<file path="src/rtl/rv_divrem_pkg.sv">
package rv_divrem_pkg;

  // Bit positions inside the operation code
  localparam int unsigned OP_KIND_BIT = 1;  // 1: remainder, 0: quotient
  localparam int unsigned OP_UNS_BIT  = 0;  // 1: unsigned, 0: signed

  typedef enum logic [1:0] {
    DR_QUO_S = 2'b00,
    DR_QUO_U = 2'b01,
    DR_REM_S = 2'b10,
    DR_REM_U = 2'b11
  } dr_op_e;

  // Context captured when an operation is accepted
  typedef struct packed {
    logic want_rem;
    logic negate;
  } dr_ctx_t;

endpackage

</file>
<file path="src/rtl/rv_divrem_special.sv">
module rv_divrem_special #(
  parameter int unsigned WIDTH = 32
) (
  input  logic [1:0]       op,
  input  logic [WIDTH-1:0] a,
  input  logic [WIDTH-1:0] b,
  output logic             hit,
  output logic [WIDTH-1:0] value
);
  import rv_divrem_pkg::*;

  localparam logic [WIDTH-1:0] MOST_NEG = {1'b1, {(WIDTH-1){1'b0}}};

  logic want_rem;
  logic is_uns;
  logic zero_div;
  logic ovf;

  always_comb begin
    want_rem = op[OP_KIND_BIT];
    is_uns   = op[OP_UNS_BIT];
    zero_div = (b == '0);
    ovf      = !is_uns && (a == MOST_NEG) && (b == '1);
    hit      = zero_div || ovf;
    if (zero_div) begin
      value = want_rem ? a : '1;
    end else begin
      value = want_rem ? '0 : a;
    end
  end

endmodule

</file>
<file path="src/rtl/rv_divrem_mag.sv">
module rv_divrem_mag #(
  parameter int unsigned WIDTH = 32
) (
  input  logic [WIDTH-1:0] val,
  input  logic             signed_en,
  output logic [WIDTH-1:0] mag,
  output logic             neg
);

  always_comb begin
    neg = signed_en && val[WIDTH-1];
    mag = neg ? ('0 - val) : val;
  end

endmodule

</file>
<file path="src/rtl/rv_divrem_iter.sv">
module rv_divrem_iter #(
  parameter int unsigned WIDTH = 32
) (
  input  logic             clk,
  input  logic             rst_n,
  input  logic             load,
  input  logic             step,
  input  logic [WIDTH-1:0] dividend,
  input  logic [WIDTH-1:0] divisor,
  output logic [WIDTH-1:0] quo_nxt,
  output logic [WIDTH-1:0] rem_nxt,
  output logic             last
);

  localparam int unsigned CNT_W = (WIDTH > 1) ? $clog2(WIDTH) : 1;
  localparam logic [CNT_W-1:0] CNT_LAST = CNT_W'(WIDTH - 1);

  logic [WIDTH-1:0] quo_q, rem_q, div_q;
  logic [CNT_W-1:0] cnt_q, cnt_d;
  logic [WIDTH:0]   shifted;
  logic [WIDTH:0]   diff;
  logic             fits;

  // next-state for one restoring step
  always_comb begin
    shifted = {rem_q, quo_q[WIDTH-1]};
    diff    = shifted - {1'b0, div_q};
    fits    = (shifted >= {1'b0, div_q});
    rem_nxt = fits ? diff[WIDTH-1:0] : shifted[WIDTH-1:0];
    quo_nxt = {quo_q[WIDTH-2:0], fits};
    last    = (cnt_q == CNT_LAST);
    if (load) begin
      cnt_d = '0;
    end else if (step) begin
      cnt_d = cnt_q + CNT_W'(1);
    end else begin
      cnt_d = cnt_q;
    end
  end

  always_ff @(posedge clk or negedge rst_n) begin
    if (!rst_n) begin
      cnt_q <= '0;
    end else if (load || step) begin
      cnt_q <= cnt_d;
    end
  end

  // datapath registers, no reset
  always_ff @(posedge clk) begin
    if (load) begin
      quo_q <= dividend;
      rem_q <= '0;
      div_q <= divisor;
    end else if (step) begin
      quo_q <= quo_nxt;
      rem_q <= rem_nxt;
    end
  end

  assert_rem_below_div_R2 : assert property (@(posedge clk) disable iff (!rst_n)
    step |-> (rem_q < div_q));

  assert_load_not_running_R9 : assert property (@(posedge clk) disable iff (!rst_n)
    step |-> !load);

endmodule

</file>
<file path="src/rtl/rv_divrem_unit.sv">
module rv_divrem_unit #(
  parameter int unsigned WIDTH = 32,
  parameter int unsigned IDX_W = 5
) (
  input  logic             clk,
  input  logic             rst_n,
  input  logic             start,
  input  logic [1:0]       op,
  input  logic [WIDTH-1:0] a,
  input  logic [WIDTH-1:0] b,
  input  logic [IDX_W-1:0] rd,
  output logic             busy,
  output logic             done,
  output logic [WIDTH-1:0] result,
  output logic             wr_en
);
  import rv_divrem_pkg::*;

  logic             accept;
  logic             sp_hit;
  logic [WIDTH-1:0] sp_val;
  logic [WIDTH-1:0] opnd [2];
  logic [WIDTH-1:0] mag  [2];
  logic             neg  [2];
  logic             signed_op;
  logic [WIDTH-1:0] quo_nxt, rem_nxt;
  logic             last;
  logic [WIDTH-1:0] raw, fixed;

  logic             busy_q, busy_d;
  logic             done_q, done_d;
  logic [WIDTH-1:0] res_q, res_d;
  logic [IDX_W-1:0] rd_q;
  dr_ctx_t          ctx_q, ctx_d;

  assign accept    = start && !busy_q && !done_q;
  assign signed_op = !op[OP_UNS_BIT];
  assign opnd[0]   = a;
  assign opnd[1]   = b;

  rv_divrem_special #(.WIDTH(WIDTH)) u_special (
    .op(op), .a(a), .b(b), .hit(sp_hit), .value(sp_val)
  );

  for (genvar gi = 0; gi < 2; gi++) begin : g_mag
    rv_divrem_mag #(.WIDTH(WIDTH)) u_mag (
      .val(opnd[gi]), .signed_en(signed_op), .mag(mag[gi]), .neg(neg[gi])
    );
  end

  rv_divrem_iter #(.WIDTH(WIDTH)) u_iter (
    .clk(clk), .rst_n(rst_n),
    .load(accept && !sp_hit), .step(busy_q),
    .dividend(mag[0]), .divisor(mag[1]),
    .quo_nxt(quo_nxt), .rem_nxt(rem_nxt), .last(last)
  );

  // next-state
  always_comb begin
    ctx_d.want_rem = op[OP_KIND_BIT];
    ctx_d.negate   = op[OP_KIND_BIT] ? neg[0] : (neg[0] ^ neg[1]);
    raw   = ctx_q.want_rem ? rem_nxt : quo_nxt;
    fixed = ctx_q.negate ? ('0 - raw) : raw;

    busy_d = busy_q;
    done_d = 1'b0;
    res_d  = res_q;
    if (accept) begin
      if (sp_hit) begin
        done_d = 1'b1;
        res_d  = sp_val;
      end else begin
        busy_d = 1'b1;
      end
    end else if (busy_q && last) begin
      busy_d = 1'b0;
      done_d = 1'b1;
      res_d  = fixed;
    end
  end

  // control registers
  always_ff @(posedge clk or negedge rst_n) begin
    if (!rst_n) begin
      busy_q <= 1'b0;
      done_q <= 1'b0;
      rd_q   <= '0;
    end else begin
      busy_q <= busy_d;
      done_q <= done_d;
      if (accept) begin
        rd_q <= rd;
      end
    end
  end

  // data registers
  always_ff @(posedge clk) begin
    if (accept) begin
      ctx_q <= ctx_d;
    end
    if (done_d) begin
      res_q <= res_d;
    end
  end

  assign busy   = busy_q;
  assign done   = done_q;
  assign result = res_q;
  assign wr_en  = done_q && (rd_q != '0);

  assert_done_pulse_R8 : assert property (@(posedge clk) disable iff (!rst_n)
    done |=> !done);

  assert_busy_done_excl_R8 : assert property (@(posedge clk) disable iff (!rst_n)
    !(busy && done));

  assert_busy_from_start_R8 : assert property (@(posedge clk) disable iff (!rst_n)
    $rose(busy) |-> $past(start));

  assert_special_fast_R7 : assert property (@(posedge clk) disable iff (!rst_n)
    (accept && sp_hit) |=> (done && !busy));

  assert_rd_held_R9 : assert property (@(posedge clk) disable iff (!rst_n)
    (busy || done) |=> $stable(rd_q));

  assert_wr_only_done_R10 : assert property (@(posedge clk) disable iff (!rst_n)
    wr_en |-> done);

endmodule

</file>
<file path="config.mk">
export PLATFORM = sky130hd
export DESIGN_NAME = rv_divrem_unit
export DESIGN_NICKNAME = d
export VERILOG_FILES = /design/src/rtl/rv_divrem_pkg.sv /design/src/rtl/rv_divrem_special.sv /design/src/rtl/rv_divrem_mag.sv /design/src/rtl/rv_divrem_iter.sv /design/src/rtl/rv_divrem_unit.sv
export SDC_FILE = /design/constraint.sdc
export NUM_CORES = 1
export LEC_CHECK = 0
export ABC_AREA = 1
export BUFFER_PORTS_ARGS = -buffer_cell sky130_fd_sc_hd__buf_2
export CAP_MARGIN = 0
export CORE_MARGIN = 1.5
export CORE_UTILIZATION = 45
export DETAILED_ROUTE_END_ITERATION = 16
export HOLD_SLACK_MARGIN = 0.08
export PLACE_DENSITY = 0.71
export SLEW_MARGIN = 40
export SYNTH_ARGS = -nofsm -noshare
export SYNTH_HDL_FRONTEND = slang
export SYNTH_SLANG_ARGS = --single-unit
</file>
<file path="constraint.sdc">
create_clock -name clk -period 10.2 [get_ports clk]
set_input_delay 0.51 -clock clk [delete_from_list [all_inputs] [get_ports clk]]
set_output_delay 0.51 -clock clk [all_outputs]
set_load 0.02 [all_outputs]
</file>
==> flow_summary.yaml <==
critical_path:
  cp_data_arrival_time_ns: 4.98
  critPathCaptureType: "flop"
  critPathMostFrequentCell: "nand2_1"
  cp_max_fo: 38
  crit_path_start_kind: "flop"
  worst_path_max_delay_cell: "nand2_2"
  cpPeakStageDelay_ns: 0.66
  critPathRequiredTime_ns: 10.37
  path_class: "flop to flop"
placed_design:
  portBuffers: 108
  gp_congestion: 0.9243
  dp_hpwl_um: 27450
cts:
  cts_buffers: 17
  tritoncts: "done"
  clock-sinks: 142
  clk_latency_ns: 0.44
  ctsLongestPathBuffers: 2
  clk_pin_slew_ns: 0.07
  cts.htree.levels: 4
  cts_root_buffer: "clkbuf_16"
  postCtsSetupRepairBufs: 0
yosys:
  synth_edf_count: 98
  ys_ff_latch: 142
  netlist_instances: 1729
  netlist_area_um2: 11750
  ys_warn_count: 0
  async_flop_share_pct: 8.451
  ys_seq_area_share_pct: 33.06
  synth_cell_types: 50
  ys.flop_type: "edfxtp_1"
  syn_area_per_cell_um2: 6.794
  syn_nets: 1842
timing:
  max-slew-margin-rel_pct: 46.71
  setup-violations-final: 0
  worst_pin_slew_ns: 0.7921
  fmaxAchievable_ghz: 0.2080
  hold_viol_final: 0
  final_max_slew_viol_count: 0
  tns_ns: 0
  skew_ns: 0.01147
  fin_crit_sh_pct: 47.14
  grt_setup_unrepaired: "false"
  fin_crit_ns: 4.808
global_routing:
  grt_use_total_pct: 26.68
  grt_max_degree: 94
  antenna_found_initial: 0
  overflow: 0
  grt_first_pass_wirelength_um: 55870
  grt_pass1_vias: 10990
floorplan:
  fp.dieW_um: 164.6
  core_um2: 25400
  ioPinCount: 109
  die_area_um2: 27080
  die_y_um: 164.6
  rows: 58
  start_util_pct: 46.25
detailed_routing:
  met2_length_um: 16770
  first_pass_iters: 6
  ant_nets: 0
  top_layer_used: "met4"
  dr_wl_met3_um: 2170
  met1_length_um: 15220
  wl_um: 35100
  avgRoutedWirePerCell_um: 16.31
  vias: 11650
  drc: 0
  via_per_inst: 5.413
  first_iter_violations: 1162
power_and_ir_drop:
  ir_drop_mv: 0.2094
  netSwitchingFraction_pct: 48.84
  clock_power_share_pct: 16.2
  pwr-share-comb_pct: 56.9
  power.leakage_uw: 0.006467
  total_power_uw: 3930
  p_int_uw: 2011
  seqPwrFrac_pct: 26.9
  pwr_density_cell_nw_per_um2: 299.6
  p_switching_uw: 1920
run:
  maxCapViolations: 0
outcome:
  status: "completed"
finish:
  antenna_cells: 0
  nets: 1922
  num-fill-cells: 2546
  drive_gt1_share_pct: 12.79
  layout_common_cells: "nand2_1, inv_1, nand3_1, o21ai_0, nor2_1"
  final_common_cell: "nand2_1"
  area_growth_pct: 11.66
hold_path:
  hp-class: "primary input to flop"
## area by class of cell
type	instances	area (um2)	area share [%]
clock buffers	19	454.2	3.463
clock inverters	13	127.6	0.9730
inverters	242	908.4	6.926
multi-input cells	1287	6696	51.05
flip-flops and latches	142	3884	29.61
well taps	330	412.9	3.148
repair buffers	119	633.1	4.827
## Yosys cell counts (6+ instances only)
library cell	n	area, um2
o21ai_0	125	625.6
a21oi_1	42	210.2
dfxtp_1	32	640.6
nand2_2	15	93.84
o211ai_1	21	157.7
dfrtp_1	12	300.3
nand4_1	33	206.5
buf_6	7	78.83
nor2_2	9	56.30
or2_2	31	193.9
xnor2_1	16	140.1
nor3_1	31	155.2
nor4_1	7	43.79
ha_1	38	475.5
nand3_2	6	60.06
maj3_1	10	100.1
inv_1	237	889.6
nor2_4	6	67.56
xor2_1	58	508.0
a31oi_1	30	187.7
edfxtp_1	98	2943
nand2_1	507	1903
nor2_1	118	442.9
clkbuf_1	39	146.4
nand3_1	145	725.7
## logic make-up (layout without fill, tap and decap cells)
family	Yosys count	count (layout)	synth area share [%]
compound gates	243	243	11.70
xor+xnor	74	74	5.518
fa+ha+maj	49	49	5.070
buf+inv	300	393	10.18
flops	142	142	33.06
simple gates	921	921	34.47
## metrics by stage
stage	instances	hold WS (ns)	utilization [%]	setup WS, ns	instance area, um2
detailed placement	2119	0.4005	49.30	5.565	12520
finish	2152	0.2685	51.64	5.392	13120
CTS	2152	0.2625	51.63	5.549	13110
floorplan	1729	0.2144	-	5.654	11750
global placement	2118	0.4031	49.22	5.489	12500
global route	2152	0.2686	51.64	5.000	13120
## what timing repair did
item | CTS | global route
endpoints found under the setup margin | 0 | 0
endpoints found under the hold margin | 12 | 0
resized for setup | 0 | 0
hold buffers | 1 | 0
## per-layer routing
| metal | up-vias | track usage, % |
|---|---|---|
| li1 | 5839 | - |
| met1 | 5342 | 34.70 |
| met2 | 412 | 45.19 |
| met3 | 56 | 3.692 |
| met4 | 0 | 9.500 |
| met5 | - | 0 |
## registers in the layout, indices dropped and copies added (netlist names)
| name | flops |
|---|---|
| u_iter.rem_q | 32 |
| u_iter.cnt_q | 5 |
| done | 1 |
| u_iter.quo_q | 32 |
| u_iter.div_q | 32 |
| ctx_q | 2 |
| result | 32 |
| rd_q | 5 |
| busy | 1 |
## worst max-delay path: cells and delay by family (launching register included)
family                   cells  cell delay, ns
adder cells (fa/ha/maj)      2            0.60
buffers and inverters        3            0.45
flip-flops                   1            0.33
AND/OR/NAND/NOR             20            3.13
## final timing paths
path,endpoint,depth (start not counted),from,slack (ns)
max,result[28],25,u_iter.div_q[20],5.39
min,rd_q[0],3,rd[0],0.27
max reg2reg,result[28],25,u_iter.div_q[20],5.39
min reg2reg,rd_q[2],2,rd_q[2],0.47
max in group asynchronous,u_iter.cnt_q[2],2,rst_n,9.50
min in group asynchronous,rd_q[4],2,rst_n,0.47
## power groups by stage
stage | clock network [uW] | registers (uW) | logic (uW)
6_report | 635 | 1060 | 2240
5_1_grt | 662 | 1080 | 2540
4_1_cts | 640 | 1060 | 2230
3_5_place_dp | 0 | 1060 | 2220
3_3_place_gp | 0 | 1060 | 2170
2_1_floorplan | 0 | 1050 | 1650
Power figures use the tool's default switching activity.
